File: config.mk
export PLATFORM = sky130hd
export DESIGN_NAME = qdma_trig_ctrl
export DESIGN_NICKNAME = d
export VERILOG_FILES = /design/src/rtl/qdt_pkg.sv /design/src/rtl/qdt_match.sv /design/src/rtl/qdt_pick.sv /design/src/rtl/qdt_pending.sv /design/src/rtl/qdma_trig_ctrl.sv
export SDC_FILE = /design/constraint.sdc
export NUM_CORES = 1
export LEC_CHECK = 0
export BUFFER_PORTS_ARGS = -buffer_cell sky130_fd_sc_hd__buf_4
export CORE_MARGIN = 3
export CORE_UTILIZATION = 62
export CTS_BUF_LIST = sky130_fd_sc_hd__clkbuf_4 sky130_fd_sc_hd__clkbuf_8
export DETAILED_ROUTE_END_ITERATION = 10
export GPL_TIMING_DRIVEN = 0
export PLACE_DENSITY = 0.94
export SLEW_MARGIN = 0
export SYNTH_ARGS = -nofsm -noshare
export SYNTH_HDL_FRONTEND = slang
export SYNTH_SLANG_ARGS = --single-unit
File: constraint.sdc
create_clock -name clk -period 3.05 [get_ports clk]
set_clock_uncertainty 0.15 [all_clocks]
set_input_delay 0.305 -clock clk [delete_from_list [all_inputs] [get_ports clk]]
set_output_delay 0.305 -clock clk [all_outputs]
set_load 0.05 [all_outputs]
File: src/rtl/qdt_pkg.sv
// Package: shared register offsets, field positions and the channel map type
// for the quick DMA trigger controller. Assumes a byte-addressed 32-bit bus.
package qdt_pkg;
    localparam int SET_W        = 9;
    localparam int WORD_W       = 3;
    localparam int NUM_SETS     = 512;
    localparam int SET_BYTES    = 32;
    localparam int MAP_WORD_LSB = 2;
    localparam int MAP_SET_LSB  = 5;

    localparam int OFS_MAP       = 'h0200;
    localparam int OFS_EN_STAT   = 'h0300;
    localparam int OFS_EN_SET    = 'h0304;
    localparam int OFS_EN_CLR    = 'h0308;
    localparam int OFS_EVT_STAT  = 'h0310;
    localparam int OFS_EVT_CLR   = 'h0314;
    localparam int OFS_MISS_STAT = 'h0318;
    localparam int OFS_MISS_CLR  = 'h031C;
    localparam int OFS_PEND_RD   = 'h0400;
    localparam int OFS_PEND_CLR  = 'h0480;
    localparam int OFS_PSET      = 'h4000;

    typedef struct packed {
        logic [SET_W-1:0]  set;
        logic [WORD_W-1:0] word;
    } qmap_t;
endpackage

File: src/rtl/qdt_match.sv
// Module: decodes a write into the parameter window and compares it with
// every channel map. Assumes the window starts at OFS_PSET and is
// NUM_SETS*SET_BYTES long. A map of all zeros means the channel is unmapped.
module qdt_match
    import qdt_pkg::*;
#(
    parameter int NUM_CH = 8,
    parameter int ADDR_W = 16
) (
    input  logic                  wr_en,
    input  logic [ADDR_W-1:0]     addr,
    input  qmap_t [NUM_CH-1:0]    maps,
    input  logic  [NUM_CH-1:0]    enable,
    output logic  [NUM_CH-1:0]    hit
);
    localparam logic [ADDR_W:0] WIN_BASE = (ADDR_W+1)'(OFS_PSET);
    localparam logic [ADDR_W:0] WIN_SPAN = (ADDR_W+1)'(NUM_SETS * SET_BYTES);

    logic [ADDR_W:0]   off;
    logic              in_win;
    logic [SET_W-1:0]  w_set;
    logic [WORD_W-1:0] w_word;
    logic              unused_low;

    // Offset into the window and the set and word it addresses.
    always_comb begin
        off    = {1'b0, addr} - WIN_BASE;
        in_win = wr_en && ({1'b0, addr} >= WIN_BASE) && (off < WIN_SPAN);
        w_set  = off[MAP_SET_LSB +: SET_W];
        w_word = off[MAP_WORD_LSB +: WORD_W];
    end
    assign unused_low = ^off[1:0];

    // Per-channel comparator.
    for (genvar c = 0; c < NUM_CH; c++) begin : g_cmp
        assign hit[c] = in_win && enable[c] && (maps[c] != '0)
                        && (maps[c].set == w_set) && (maps[c].word == w_word);
    end
endmodule

File: src/rtl/qdt_pick.sv
// Module: fixed-priority selector; reports the lowest set request bit.
// Assumes NUM_CH >= 2.
module qdt_pick #(
    parameter int NUM_CH = 8,
    localparam int CH_W  = $clog2(NUM_CH)
) (
    input  logic [NUM_CH-1:0] req,
    output logic              any,
    output logic [CH_W-1:0]   idx
);
    // Scan from the top so the lowest request is assigned last.
    always_comb begin
        idx = '0;
        for (int i = NUM_CH - 1; i >= 0; i--) begin
            if (req[i]) idx = CH_W'(i);
        end
        any = |req;
    end
endmodule

File: src/rtl/qdt_pending.sv
// Module: completion-code pending vector, cleared by write-one-to-clear per
// DATA_W-wide half. A set in the same cycle as a clear of that bit wins.
// Assumes 2**CODE_W is a multiple of DATA_W.
module qdt_pending #(
    parameter int CODE_W  = 6,
    parameter int DATA_W  = 32,
    localparam int NUM_CODES = 1 << CODE_W,
    localparam int NUM_HALF  = NUM_CODES / DATA_W
) (
    input  logic                 clk,
    input  logic                 rst_n,
    input  logic                 set_valid,
    input  logic [CODE_W-1:0]    set_code,
    input  logic [NUM_HALF-1:0]  clr_sel,
    input  logic [DATA_W-1:0]    clr_mask,
    output logic [NUM_CODES-1:0] pend
);
    logic [NUM_CODES-1:0] set_vec;
    logic [NUM_CODES-1:0] clr_vec;

    // Decode the returned code into a one-bit set vector.
    assign set_vec = set_valid ? (NUM_CODES'(1) << set_code) : '0;

    // Spread the clear mask onto the selected half.
    for (genvar h = 0; h < NUM_HALF; h++) begin : g_clr
        assign clr_vec[h*DATA_W +: DATA_W] = clr_sel[h] ? clr_mask : '0;
    end

    // Pending state: clear first, then set, so a set wins.
    always_ff @(posedge clk) begin
        if (!rst_n) pend <= '0;
        else        pend <= (pend & ~clr_vec) | set_vec;
    end
endmodule

File: src/rtl/qdma_trig_ctrl.sv
// Module: quick DMA channel trigger controller. Holds channel maps, enables,
// event and missed flags, and the completion pending vector. Raises one event
// at a time to a transfer engine with a valid/ready handshake. Assumes
// DATA_W = 32 and NUM_CH <= DATA_W. Reads are combinational on reg_addr.
module qdma_trig_ctrl
    import qdt_pkg::*;
#(
    parameter int NUM_CH = 8,
    parameter int CODE_W = 6,
    parameter int ADDR_W = 16,
    parameter int DATA_W = 32,
    localparam int CH_W     = $clog2(NUM_CH),
    localparam int NUM_HALF = (1 << CODE_W) / DATA_W
) (
    input  logic              clk,
    input  logic              rst_n,
    input  logic              reg_we,
    input  logic [ADDR_W-1:0] reg_addr,
    input  logic [DATA_W-1:0] reg_wdata,
    output logic [DATA_W-1:0] reg_rdata,
    output logic              trig_valid,
    output logic [CH_W-1:0]   trig_chan,
    output logic [SET_W-1:0]  trig_set,
    input  logic              trig_ready,
    input  logic              cmpl_valid,
    input  logic [CODE_W-1:0] cmpl_code
);
    qmap_t [NUM_CH-1:0]      maps_q;
    logic  [NUM_CH-1:0]      en_q, evt_q, miss_q;
    logic  [NUM_CH-1:0]      hit, acc_vec;
    logic  [NUM_CH-1:0]      wmask;
    logic  [NUM_HALF-1:0]    pclr_sel;
    logic  [(1<<CODE_W)-1:0] pend_vec;

    // Write-address decodes for the flag registers.
    logic we_en_set, we_en_clr, we_evt_clr, we_miss_clr;
    assign we_en_set   = reg_we && (reg_addr == ADDR_W'(OFS_EN_SET));
    assign we_en_clr   = reg_we && (reg_addr == ADDR_W'(OFS_EN_CLR));
    assign we_evt_clr  = reg_we && (reg_addr == ADDR_W'(OFS_EVT_CLR));
    assign we_miss_clr = reg_we && (reg_addr == ADDR_W'(OFS_MISS_CLR));
    assign wmask       = reg_wdata[NUM_CH-1:0];

    qdt_match #(.NUM_CH(NUM_CH), .ADDR_W(ADDR_W)) u_match (
        .wr_en(reg_we), .addr(reg_addr), .maps(maps_q), .enable(en_q), .hit(hit)
    );

    qdt_pick #(.NUM_CH(NUM_CH)) u_pick (
        .req(evt_q), .any(trig_valid), .idx(trig_chan)
    );

    // Set number of the channel on offer.
    assign trig_set = maps_q[trig_chan].set;

    // One-hot accept of the offered channel.
    assign acc_vec = (trig_valid && trig_ready) ? (NUM_CH'(1) << trig_chan) : '0;

    // Map registers, one per channel.
    for (genvar c = 0; c < NUM_CH; c++) begin : g_map
        always_ff @(posedge clk) begin
            if (!rst_n) begin
                maps_q[c] <= '0;
            end else if (reg_we && reg_addr == ADDR_W'(OFS_MAP + 4*c)) begin
                maps_q[c].set  <= reg_wdata[MAP_SET_LSB +: SET_W];
                maps_q[c].word <= reg_wdata[MAP_WORD_LSB +: WORD_W];
            end
        end
    end

    // Enable mask with separate set and clear strobes.
    always_ff @(posedge clk) begin
        if (!rst_n)         en_q <= '0;
        else if (we_en_set) en_q <= en_q | wmask;
        else if (we_en_clr) en_q <= en_q & ~wmask;
    end

    // Event flags: set by a fresh hit, cleared by accept or software.
    always_ff @(posedge clk) begin
        if (!rst_n) evt_q <= '0;
        else        evt_q <= (evt_q & ~acc_vec & ~(we_evt_clr ? wmask : '0)) | (hit & ~evt_q);
    end

    // Missed flags: set by a hit on a busy channel, cleared by software.
    always_ff @(posedge clk) begin
        if (!rst_n) miss_q <= '0;
        else        miss_q <= (miss_q & ~(we_miss_clr ? wmask : '0)) | (hit & evt_q);
    end

    // Select the pending half addressed by a clear write.
    for (genvar h = 0; h < NUM_HALF; h++) begin : g_pclr
        assign pclr_sel[h] = reg_we && (reg_addr == ADDR_W'(OFS_PEND_CLR + 4*h));
    end

    qdt_pending #(.CODE_W(CODE_W), .DATA_W(DATA_W)) u_pend (
        .clk(clk), .rst_n(rst_n), .set_valid(cmpl_valid), .set_code(cmpl_code),
        .clr_sel(pclr_sel), .clr_mask(reg_wdata), .pend(pend_vec)
    );

    // Read-back multiplexer.
    always_comb begin
        reg_rdata = '0;
        for (int c = 0; c < NUM_CH; c++) begin
            if (reg_addr == ADDR_W'(OFS_MAP + 4*c))
                reg_rdata = DATA_W'({maps_q[c].set, maps_q[c].word, 2'b00});
        end
        for (int h = 0; h < NUM_HALF; h++) begin
            if (reg_addr == ADDR_W'(OFS_PEND_RD + 4*h))
                reg_rdata = pend_vec[h*DATA_W +: DATA_W];
        end
        if (reg_addr == ADDR_W'(OFS_EN_STAT))   reg_rdata = DATA_W'(en_q);
        if (reg_addr == ADDR_W'(OFS_EVT_STAT))  reg_rdata = DATA_W'(evt_q);
        if (reg_addr == ADDR_W'(OFS_MISS_STAT)) reg_rdata = DATA_W'(miss_q);
    end
endmodule

==> flow_summary_export.csv <==
group,metric,value,unit
power,power-per-cell-area,345,nW/um^2
power,p_comb_frac,0.109,
finish,fillers,1252,
worst_setup_path,critPathLaunchType,"input pin",
sta,setup_ws,-101,ps
sta,finalCriticalPeriod,3150,ps
place,placed_area,12500,um^2
die,initial_core_util,0.645,
power,swShare,0.312,
outcome,violations,"negative hold slack, negative setup slack",
die,die_h,141,um
yosys,ys_ff_latch,184,
die,die-area,20000,um^2
place,dp.cells,1708,
detailed_routing,avgViaCountPerCell,7.12,
die,core,17600,um^2
power,clockPowerShare,0.377,
die,die_x,141,um
sta,tightest_slew,1240,ps
detailed_routing,vias,12589,
sta,relSlewSlack,0.173,
detailed_routing,routed.top_layer,"met4",
run,maxCapViolCount,0,
sta,rsz0062_at_grt,"yes",
place,hpwlAfterDp,35.1,mm
global_routing,grt_pass1_vias,11663,
yosys,synth_cells,1391,
finish,drive_above_1_share,0.183,
global_routing,grt_max_degree,22,
global_routing,grt_remaining_overflow,0,
worst_setup_path,cp.arrival,2700,ps
sta,setup_violations,10,
finish,layout_common_cells,"260 x nand2_1, 179 x dfxtp_1, 108 x nor2b_1",
detailed_routing,drc,0,
finish,layout.nets,1589,
finish,final_cell_area,13600,um^2
power,p_int,3.23,mW
detailed_routing,drt-initial-drc-count,1990,
detailed_routing,wirelength,49.4,mm
worst_setup_path,cpLargestDelayFamily,"simple AND/OR/NAND/NOR gates",
global_routing,grt_first_pass_wirelength,72.5,mm
place,place_ws,-540,ps
yosys,syn_area,11400,um^2
worst_setup_path,crit_slowest_cell,"or4_4",
sta,hold_violations,4,
power,p_leak,4.65,nW
worst_setup_path,end_kind,"output port",
detailed_routing,post_drt_wl_per_cell,27.9,um
power,p_seq_frac,0.514,
yosys,ys_async_sr_fraction,0,
worst_setup_path,worst-path-max-fanout,3,
yosys,synth_area_per_cell,8.17,um^2
finish,final_common_cell,"nand2_1",
power,switching_power,1.46,mW
finish,utilization,0.773,
power,ir_drop,0.357,mV
clock_tree,htreeDepth,4,
yosys,ys.flop_type,"dfxtp_1",
clock_tree,cts_sinks,184,
die,ioPinCount,104,
finish,fin_cells,1768,
yosys,synth-edff-count,0,
detailed_routing,wl_met3,8.28,mm
yosys,synth.net_count,1450,
clock_tree,clkTransAtPathRegs,120,ps
worst_setup_path,crit_type,"in -> out",
min_path,hp-class,"in -> reg",
yosys,synth_top_area_share,0.324,
detailed_routing,wl_met2,19.9,mm
worst_setup_path,crit_chain,"buf_8, buf_8, or4_4, or4_4, buf_6, nor2_4, a211oi_2, o21a_1, o41ai_4, buf_6",
finish,syn_to_final_growth,19.7,%
global_routing,track_usage,0.477,
power,power.total,4.69,mW
place,port_buffers,92,
global_routing,antenna_found_initial,0,
clock_tree,tritoncts,"yes",
clock_tree,cts_buffers,17,
clock_tree,clock_path_buffers,2,
detailed_routing,wl_met1,17.9,mm
sta,fmax,317,MHz
finish,antenna_cells,0,
worst_setup_path,slowest_delay,600,ps
sta,maxSlewViolCount,0,
outcome,status,"finished, violations left",
sta,fin_tns_setup,-457,ps
detailed_routing,antenna_left,0,
place,finalWeightedCongestion,1.05,
yosys,yosysTopAreaCell,"dfxtp_1",
detailed_routing,drtPass1Iterations,8,
worst_setup_path,path_buf_inv,4,
die,rows,48,
clock_tree,clkLatencyLatePin,500,ps
sta,holdWs,-4.47,ps
yosys,ys.warnings.count,0,
sta,fin_crit_sh,1.03,
yosys,yosysSeqAreaShare,0.324,
yosys,synth_cell_types,66,
clock_tree,root_buffer,"clkbuf_8",
yosys,synthTopCellsByArea,"dfxtp_1 32%, nand2_1 8.6%, nor2b_1 6.0%, xnor2_1 5.6%, mux2i_1 5.1%",
worst_setup_path,worstPathRequired,2590,ps
-- kinds of logic (layout without fill, tap and decap cells) --
logic type / Yosys count / after routing / share of synthesized area
and+or+nand+nor: 585 / 585 / 0.257
AOI/OAI and AO/OA: 326 / 326 / 0.215
DFF: 184 / 184 / 0.324
buffers and inverters: 118 / 270 / 0.0438
xor gates and xnor gates: 96 / 96 / 0.0740
muxes: 82 / 82 / 0.0858
-- power groups by stage --
stage / combinational [mW] / sequential (mW) / clock (mW)
final: 0.510 / 2.41 / 1.77
after floorplan: 0.243 / 2.47 / 0
after detailed placement: 0.440 / 2.47 / 0
after CTS: 0.464 / 2.41 / 1.74
after global routing: 0.520 / 2.41 / 1.83
after global placement: 0.436 / 2.47 / 0
-- cells in the mapped netlist, types with 13 or more instances --
cell and instances:
nor3_1 17, a22o_1 18, nand4_1 22, dfxtp_1 184, o22ai_1 19, nand2_1 260
mux2_2 13, nor4_1 38, o21ai_0 28, a21oi_1 42, nor2_1 70, nor2b_1 109
a21boi_0 76, xor2_1 24, a22oi_1 52, a221oi_1 13, clkbuf_1 74, mux2i_1 58
xnor2_1 72, buf_2 22, a32oi_1 16
-- area by class of cell --
class                   instances  area [um^2]  area share
inverters                      10         37.5     0.00276
clock buffers                  17          234      0.0172
plain buffers                 106          563      0.0414
clock inverters                15          191      0.0141
repair buffers                122         1000      0.0735
flip-flops and latches        184         3690       0.272
multi-input cells            1089         7590       0.558
well taps                     225          282      0.0207
-- sequential cells by signal, summed over array words and instances, names as in the netlist, named ones only --
name,cells
evt_q,8
maps_q,96
miss_q,8
u_pend.pend,64
-- routing by layer --
metal  vias to the layer above  GRT usage
met3                       281      0.154
met4                         0      0.242
met2                      1230      0.677
li1                       5270          -
met1                      5808      0.650
met5                         -          0
-- final timing paths --
path | start | to | slack, ps | depth (start not counted)
worst max-delay path | reg_addr[2] | reg_rdata[7] | -100 | 10
worst min-delay path | reg_wdata[22] | u_pend.pend[22] | -4 | 4
worst max register to register | maps_q[64] | evt_q[5] | 320 | 6
worst min register to register | u_pend.pend[51] | u_pend.pend[51] | 380 | 2
-- what timing repair did --
item | in CTS | in global routing
endpoints found under the setup margin | 43 | 62
hold buffers | 9 | 0
buffers inserted | 9 | 11
endpoints found under the hold margin | 10 | 0
resized for setup | 75 | 65
pin swaps | 8 | 16
cloned | 0 | 1
-- worst register-to-register path, cell delays in order (launching register included) --
cell and delay [ps]:
dfxtp_1 560, xor2_1 120, nor4_1 320, nand3_1 150, nor4_1 1020, nand2b_1 150
a21boi_0 200
No activity file was read; power rests on OpenSTA's default activity.
